## config.mk

```make
export PLATFORM = sky130hd
export DESIGN_NAME = txdma_frag_ctrl
export DESIGN_NICKNAME = d
export VERILOG_FILES = /design/src/rtl/txdma_pkg.sv /design/src/rtl/txdma_req_gen.sv /design/src/rtl/txdma_frame_cnt.sv /design/src/rtl/txdma_irq_flag.sv /design/src/rtl/txdma_frag_ctrl.sv
export SDC_FILE = /design/constraint.sdc
export NUM_CORES = 1
export LEC_CHECK = 0
export BUFFER_PORTS_ARGS = -buffer_cell sky130_fd_sc_hd__buf_2
export CORE_UTILIZATION = 30
export CTS_CLUSTER_SIZE = 30
export DETAILED_ROUTE_END_ITERATION = 8
export PLACE_DENSITY = 0.54
export REMOVE_ABC_BUFFERS = 1
export SYNTH_ARGS = -nofsm -noshare
export SYNTH_HDL_FRONTEND = slang
export SYNTH_SLANG_ARGS = --single-unit
```

## constraint.sdc

```tcl
create_clock -name clk -period 2.5 [get_ports clk]
set_input_delay 0.375 -clock clk [delete_from_list [all_inputs] [get_ports clk]]
set_output_delay 0.375 -clock clk [all_outputs]
set_load 0.02 [all_outputs]
```

## src/rtl/txdma_pkg.sv

```systemverilog
package txdma_pkg;
  localparam int unsigned FIFO_DEPTH = 64;
  localparam int unsigned AF_MARGIN  = 4;
  localparam int unsigned LEN_W      = 16;
  localparam int unsigned BYTE_W     = 8;
  typedef logic [LEN_W-1:0] flen_t;
endpackage

```

## src/rtl/txdma_req_gen.sv

```systemverilog
module txdma_req_gen #(
  parameter int unsigned DEPTH  = 64,
  parameter int unsigned MARGIN = 4,
  parameter int unsigned LVL_W  = $clog2(DEPTH + 1)
) (
  input  logic             clk,
  input  logic             rst_n,
  input  logic             enable,
  input  logic [LVL_W-1:0] level,
  input  logic [LVL_W-1:0] thresh,
  output logic             req
);
  localparam logic [LVL_W-1:0] AF_LVL = LVL_W'(DEPTH - MARGIN);

  logic req_q, req_d;
  logic at_afull, below_thr;

  always_comb begin
    at_afull  = (level >= AF_LVL);
    below_thr = (level < thresh);
    req_d     = req_q;
    if (!enable)        req_d = 1'b0;
    else if (at_afull)  req_d = 1'b0;
    else if (below_thr) req_d = 1'b1;
  end

  always_ff @(posedge clk or negedge rst_n) begin
    if (!rst_n) req_q <= 1'b0;
    else        req_q <= req_d;
  end

  assign req = req_q;

  // disabled keeps request low
  p_req_off_disabled_r10: assert property (@(posedge clk) disable iff (!rst_n)
    !enable |=> !req);
  // almost full drops the request
  p_req_drop_afull_r3: assert property (@(posedge clk) disable iff (!rst_n)
    (level >= AF_LVL) |=> !req);
  // below the low-water mark raises the request
  p_req_rise_r2: assert property (@(posedge clk) disable iff (!rst_n)
    (enable && level < thresh && level < AF_LVL) |=> req);
  // hysteresis band holds the previous value
  p_req_hold_r3: assert property (@(posedge clk) disable iff (!rst_n)
    (enable && level >= thresh && level < AF_LVL) |=> $stable(req));
endmodule

```

## src/rtl/txdma_frame_cnt.sv

```systemverilog
module txdma_frame_cnt
  import txdma_pkg::*;
#(
  parameter int unsigned DW = BYTE_W
) (
  input  logic          clk,
  input  logic          rst_n,
  input  logic          enable,
  input  logic          len_hi_we,
  input  logic          len_lo_we,
  input  logic [7:0]    len_wdata,
  input  logic          dma_ack,
  input  logic [DW-1:0] dma_data,
  input  logic          dma_tc,
  output logic          wr,
  output logic [DW-1:0] wdata,
  output logic          eof,
  output logic          tc_seen
);
  flen_t         len_q, len_d;
  flen_t         cnt_q, cnt_d, cnt_inc;
  logic          wr_q, eof_q;
  logic [DW-1:0] data_q;
  logic          accept, hit_len, end_frame;

  always_comb begin
    len_d = len_q;
    if (len_hi_we) len_d[15:8] = len_wdata;
    if (len_lo_we) len_d[7:0]  = len_wdata;
    accept    = enable && dma_ack;
    cnt_inc   = cnt_q + flen_t'(1);
    hit_len   = (len_q != '0) && (cnt_inc >= len_q);
    end_frame = accept && (hit_len || dma_tc);
    cnt_d     = cnt_q;
    if (accept) cnt_d = end_frame ? '0 : cnt_inc;
  end

  always_ff @(posedge clk or negedge rst_n) begin
    if (!rst_n) begin
      len_q <= '0;
      cnt_q <= '0;
      wr_q  <= 1'b0;
      eof_q <= 1'b0;
    end else begin
      len_q <= len_d;
      cnt_q <= cnt_d;
      wr_q  <= accept;
      eof_q <= end_frame;
    end
  end

  always_ff @(posedge clk or negedge rst_n) begin
    if (!rst_n)      data_q <= '0;
    else if (accept) data_q <= dma_data;
  end

  assign wr      = wr_q;
  assign wdata   = data_q;
  assign eof     = eof_q;
  assign tc_seen = accept && dma_tc;

  // a frame-end marker always rides on a written byte
  p_eof_with_wr_r6: assert property (@(posedge clk) disable iff (!rst_n)
    eof |-> wr);
  // terminal count closes the frame
  p_tc_ends_frame_r7: assert property (@(posedge clk) disable iff (!rst_n)
    (enable && dma_ack && dma_tc) |=> (wr && eof));
  // nothing is written while disabled
  p_no_wr_disabled_r10: assert property (@(posedge clk) disable iff (!rst_n)
    !enable |=> !wr);
  // accepted byte appears with its data
  p_fwd_data_r5: assert property (@(posedge clk) disable iff (!rst_n)
    (enable && dma_ack) |=> (wr && wdata == $past(dma_data)));
endmodule

```

## src/rtl/txdma_irq_flag.sv

```systemverilog
module txdma_irq_flag (
  input  logic clk,
  input  logic rst_n,
  input  logic set,
  input  logic clr,
  output logic flag
);
  logic flag_q, flag_d;

  always_comb flag_d = set | (flag_q & ~clr);

  always_ff @(posedge clk or negedge rst_n) begin
    if (!rst_n) flag_q <= 1'b0;
    else        flag_q <= flag_d;
  end

  assign flag = flag_q;

  // set wins and the flag sticks until acknowledged
  p_irq_set_r9: assert property (@(posedge clk) disable iff (!rst_n)
    set |=> flag);
  p_irq_sticky_r9: assert property (@(posedge clk) disable iff (!rst_n)
    (flag && !clr) |=> flag);
  p_irq_clear_r9: assert property (@(posedge clk) disable iff (!rst_n)
    (clr && !set) |=> !flag);
endmodule

```

## src/rtl/txdma_frag_ctrl.sv

```systemverilog
module txdma_frag_ctrl
  import txdma_pkg::*;
#(
  parameter int unsigned DEPTH  = FIFO_DEPTH,
  parameter int unsigned MARGIN = AF_MARGIN,
  parameter int unsigned LVL_W  = $clog2(DEPTH + 1)
) (
  input  logic             clk,
  input  logic             rst_n,
  input  logic             enable,
  input  logic [LVL_W-1:0] req_thresh,
  input  logic [LVL_W-1:0] fifo_level,
  input  logic             len_hi_we,
  input  logic             len_lo_we,
  input  logic [7:0]       len_wdata,
  input  logic             dma_ack,
  input  logic [7:0]       dma_data,
  input  logic             dma_tc,
  input  logic             irq_ack,
  output logic             dma_req,
  output logic             fifo_wr,
  output logic [7:0]       fifo_wdata,
  output logic             fifo_eof,
  output logic             tx_done_irq
);
  logic tc_seen;

  txdma_req_gen #(.DEPTH(DEPTH), .MARGIN(MARGIN), .LVL_W(LVL_W)) u_req (
    .clk(clk), .rst_n(rst_n), .enable(enable),
    .level(fifo_level), .thresh(req_thresh), .req(dma_req)
  );

  txdma_frame_cnt #(.DW(8)) u_cnt (
    .clk(clk), .rst_n(rst_n), .enable(enable),
    .len_hi_we(len_hi_we), .len_lo_we(len_lo_we), .len_wdata(len_wdata),
    .dma_ack(dma_ack), .dma_data(dma_data), .dma_tc(dma_tc),
    .wr(fifo_wr), .wdata(fifo_wdata), .eof(fifo_eof), .tc_seen(tc_seen)
  );

  txdma_irq_flag u_irq (
    .clk(clk), .rst_n(rst_n), .set(tc_seen), .clr(irq_ack), .flag(tx_done_irq)
  );

  // terminal count while disabled never raises the interrupt
  p_tc_ignored_r10: assert property (@(posedge clk) disable iff (!rst_n)
    (!enable && !tx_done_irq) |=> !tx_done_irq);
endmodule

```

Word-level counts from Yosys, hierarchy flattened:

Index checks and enable logic that the tools add are counted.

* bits in registers: 44
* bits of input ports: 38
* output and inout port bits: 12
* logic and storage cells: 26

* add/subtract/negate cells: 1
* magnitude comparators: 3
* equal/unequal tests: 1
* multiplexer cells: 4
* bitwise operators: 3
* reduce and logical (&&, ||, !) cells: 6

Operator list (count)
* adder 16 x 1 -> 16 bit (second input constant): 1
* greater-or-equal comparator 16 bit: 1
* two-way mux 16 bit: 1
* nonzero test 16 bit: 1
* greater-or-equal comparator 7 x 6 -> 1 bit (second input constant): 1
* < comparator 7 bit: 1
* logical AND 1 bit: 4
* two-way mux 1 bit: 3
* inequality test 3 x 1 -> 1 bit (second input constant): 1
* bitwise AND 1 bit: 1
* logical OR 1 bit: 1
* inverter 1 bit: 1
* OR 1 bit: 1

Depth between registers and ports, before layout:

* depth in word-level cells: 6
* mapped depth: 14
* mapped depth without buffers: 12

By module:

Synthesis repeated with hierarchy kept, for this count alone.

* cells, all modules: 250
* area total of the unflattened synthesis: 2467.4 um^2

Modules (own cells, without submodules)
* txdma_frame_cnt: times used 1, cells each 222, area each 2222.1 um^2, seq. area each 1051.0 um^2
* txdma_req_gen: times used 1, cells each 25, area each 209.0 um^2, seq. area each 25.0 um^2
* txdma_irq_flag: times used 1, cells each 3, area each 36.3 um^2, seq. area each 25.0 um^2

Worst setup path after synthesis:

OpenSTA, ideal clock, no wires.

* path type: register -> register
* start point: register u_cnt.cnt_q[2]
* end point: register u_cnt.cnt_q[4]
* library setup time: 121 ps
* arrival time: 2652 ps
* slack: -273 ps
* stages on the path, launching flop included: 14
* path buffers: 1
* cell sequence: dfrtp_1 -> and3_1 -> and3_4 -> and3_4 -> nand4_1 -> xnor2_2 -> ha_1 -> nand4_2 -> nor3_4 -> nand3b_2 -> a31oi_4 -> nor2_4 -> buf_6 -> a22o_1

* cells in the longest elaborated chain, start to end: 6

Ends and longest elaborated chain
* start, declared: line txdma_frame_cnt.sv:21 `flen_t cnt_q, cnt_d, cnt_inc;`
* start signal, assigned: line txdma_frame_cnt.sv:46 `cnt_q <= cnt_d;`
* adder 16 x 1 -> 16 bit (*): line txdma_frame_cnt.sv:31 `cnt_inc = cnt_q + flen_t'(1);`
* greater-or-equal comparator 16 bit: line txdma_frame_cnt.sv:32 `hit_len = (len_q != '0) && (cnt_inc >= len_q);`
* logical AND 1 bit: line txdma_frame_cnt.sv:32
* logical OR 1 bit: line txdma_frame_cnt.sv:33 `end_frame = accept && (hit_len || dma_tc);`
* logical AND 1 bit: line txdma_frame_cnt.sv:33
* two-way mux 16 bit (*): line txdma_frame_cnt.sv:35 `if (accept) cnt_d = end_frame ? '0 : cnt_inc;`

Mark *: on every way between the ends. The rest lies on a longest branch, timed or not.
A chain may end at the register's enable or synchronous reset.

Worst setup path after layout:

* start point: register u_cnt.cnt_q[2]
* end point: register u_cnt.cnt_q[2]

Same word-level chain as after synthesis.

==> flow_summary.yaml <==
status:
  status: "finished, violations left"
  violations: "negative setup slack"
critical_path:
  cp.depth: 13
  r2r_setup_slack_ns: -0.30
  critPathRequiredTime_ns: 2.70
  worst_setup_path_end_kind: "register"
  crit_path_top_delay_cell: "dfrtp_1"
  cp.arrival_ns: 3.00
  crit_buf_inv: 1
  reg2reg_depth: 13
  path_delay_family: "simple AND/OR/NAND/NOR gates"
  cp-start-kind: "register"
  critical_path_class: "reg2reg"
  path_cells: "and3_4 > and3_4 > and3_4 > nand4_1 > xnor2_2 > ha_4 > nand4_4 > nor3_4 > a211oi_2 > a31oi_4 > nor2_4 > buf_4 > a22o_1"
  path_max_fanout: 4
  slowest_delay_ns: 0.36
  rr_startpoint: "u_cnt.cnt_q[2]$_DFFE_PN0P_"
  r2r_end: "u_cnt.cnt_q[2]$_DFFE_PN0P_"
  cpMostUsedCell: "and3_4"
finish:
  nets: 415
  design_area_um2: 3381
  antenna_cells: 0
  multi_input_area_um2: 1353
  final_common_cell: "nand2_1"
  fin_util: 0.4115
  finalNonFillerCells: 460
  layout_common_cells: "nand2_1 (50), buf_2 (49), dfrtp_1 (44), buf_4 (41), inv_1 (26)"
  syn_to_final_growth_pct: 32.78
  register_area_um2: 1101
  drive_gt1_frac: 0.3408
  fill_cells: 829
clock_network:
  clk_pin_slew_ns: 0.09
  cts_tree: "yes"
  cts_max_level: 2
  cts_buffers: 5
  cts_sinks: 44
  clock-root-buffer: "clkbuf_8"
  insertion_delay_ns: 0.30
  clockBufferDepth: 2
pwr:
  p_total_mw: 1.696
  power.density_nw_per_um2: 501.7
  leakage_nw: 1.822
  ir_worst_vdd_mv: 0.1887
synth:
  synthFlopType: "dfrtp_1"
  synthesis.area_um2: 2546
  synth-async-reset-ratio: 1.000
  ys_ff_latch: 44
  ys.warnings.count: 0
  yosysUniqueCellTypes: 39
  synth_edf_count: 0
  postSynthCellCount: 264
  synth_top_area_frac: 0.4324
  synth_area_per_cell_um2: 9.645
  synth.top_cells.by_area: "dfrtp_1 (43%), ha_1 (11%), nand2_1 (7.4%)"
  yosysTopAreaCell: "dfrtp_1"
  seq_area_frac_synth: 0.4324
detailed_routing:
  first_pass_iters: 4
  drc_errors: 0
  via_count: 2110
  vias_per_cell: 4.587
  drt_wl_total_um: 5855
  dr.first_iter.drc_count: 80
  antenna_left: 0
  wl_per_cell_um: 12.73
grt:
  grt_pass1_wl_um: 9832
  grt_use_total: 0.1460
  antenna_found_initial: 0
  grt_max_degree: 23
  overflow: 0
  grt_pass1_vias: 2109
floorplanning:
  die_h_um: 94.13
  initial_core_util: 0.3099
  die_area_um2: 8860
  rows: 33
  die_w_um: 94.13
  ios: 50
  coreArea_um2: 8217
sta:
  fin_worst_hold_slack_ns: 0.2343
  fmax_ghz: 0.3573
  slew_headroom: 0.7139
  slew_violations: 0
  hold_viol_final: 0
  fin_ws_ns: -0.2990
  tightest_slew_ns: 0.4287
  rsz0062_at_grt: "yes"
  setup_tns_ns: -4.281
  setup_viol: 17
  post-route-period-util: 1.120
  fin_worst_skew_ns: 0.008536
  final.min_clock_period_ns: 2.799
place:
  post-place-ws_ns: -0.3767
  place_inst: 447
  dp.final_hpwl_um: 4584
  placed_cell_area_um2: 3167
  port_buffers: 49
  gp_congestion: 0.7836
hold_path:
  min_to: "u_irq.flag$_DFF_PN0_"
  hold_path_class: "in2reg"
  hold_depth: 2
  hp-start: "irq_ack"
job:
  max-cap-violations: 0
## Yosys cell counts (2+ instances only)
library cell  count
buf_6             2
and3_4            2
a21oi_1           7
ha_1             23
o21ai_0          23
nand4_1           6
and3_1            2
inv_1            26
dfrtp_1          44
nand3_1           6
nand2_1          50
a22o_1           15
nor4_1            5
clkbuf_1          5
nor2_1            9
xnor2_1           8
nor2b_1           2
a21o_1            2
a211oi_1          2
nor3_4            2
xor2_1            5
## power by group
part	internal (mW)	switching, mW
Combinational	0.157	0.182
Sequential	0.762	0.0296
Clock	0.301	0.264
## final cells by class
| cell class | count | share of cell area |
|---|---|---|
| Multi-Input combinational cell | 185 | 0.4001 |
| Sequential cell | 44 | 0.3257 |
| Timing Repair Buffer | 92 | 0.1725 |
| Tap cell | 105 | 0.03886 |
| Inverter | 26 | 0.02887 |
| Clock buffer | 5 | 0.02036 |
| Clock inverter | 3 | 0.01369 |
## timing repair
action                                 in CTS  in global routing
gates resized for setup                     5                  6
pin swaps                                   2                  3
buffers inserted                            1                  3
setup endpoints to repair                  17                 17
endpoints found under the hold margin       2                  0
hold buffers                                1                  0
## sequential cells by signal, indices dropped and copies added (netlist names)
name,count
u_cnt.cnt_q,16
u_cnt.eof,1
u_cnt.len_q,16
u_cnt.wdata,8
u_cnt.wr,1
u_irq.flag,1
u_req.req,1
## layer usage
layer	wire length, um	track usage	vias to the layer above	part of all wire
met2	2911	0.2536	31	0.50
li1	-	-	1086	-
met3	172	0.02184	9	0.029
met4	115	0.05385	0	0.020
met1	2655	0.1818	984	0.45
met5	0	0	-	0
## kinds of logic after synthesis
kind of cell    synth area share
compound gates            0.1513
simple gates              0.1882
buf+inv                  0.05946
xor+xnor                 0.05111
mux                     0.004422
flops                     0.4324
fa+ha+maj                 0.1130
## how the worst max path moves through the flow
| stage | startpoint | endpoint | slack (ns) |
|---|---|---|---|
| finish | u_cnt.cnt_q[2]$_DFFE_PN0P_ | u_cnt.cnt_q[2]$_DFFE_PN0P_ | -0.30 |
| floorplan | u_cnt.cnt_q[2]$_DFFE_PN0P_ | u_cnt.cnt_q[6]$_DFFE_PN0P_ | -0.24 |
| CTS | u_cnt.cnt_q[1]$_DFFE_PN0P_ | u_cnt.cnt_q[2]$_DFFE_PN0P_ | -0.29 |
| global placement | u_cnt.cnt_q[2]$_DFFE_PN0P_ | u_cnt.cnt_q[2]$_DFFE_PN0P_ | -0.31 |
| global route | u_cnt.cnt_q[2]$_DFFE_PN0P_ | u_cnt.cnt_q[2]$_DFFE_PN0P_ | -0.47 |
| detailed placement | u_cnt.cnt_q[2]$_DFFE_PN0P_ | u_cnt.cnt_q[2]$_DFFE_PN0P_ | -0.38 |
(Power assumes the default switching activity.)
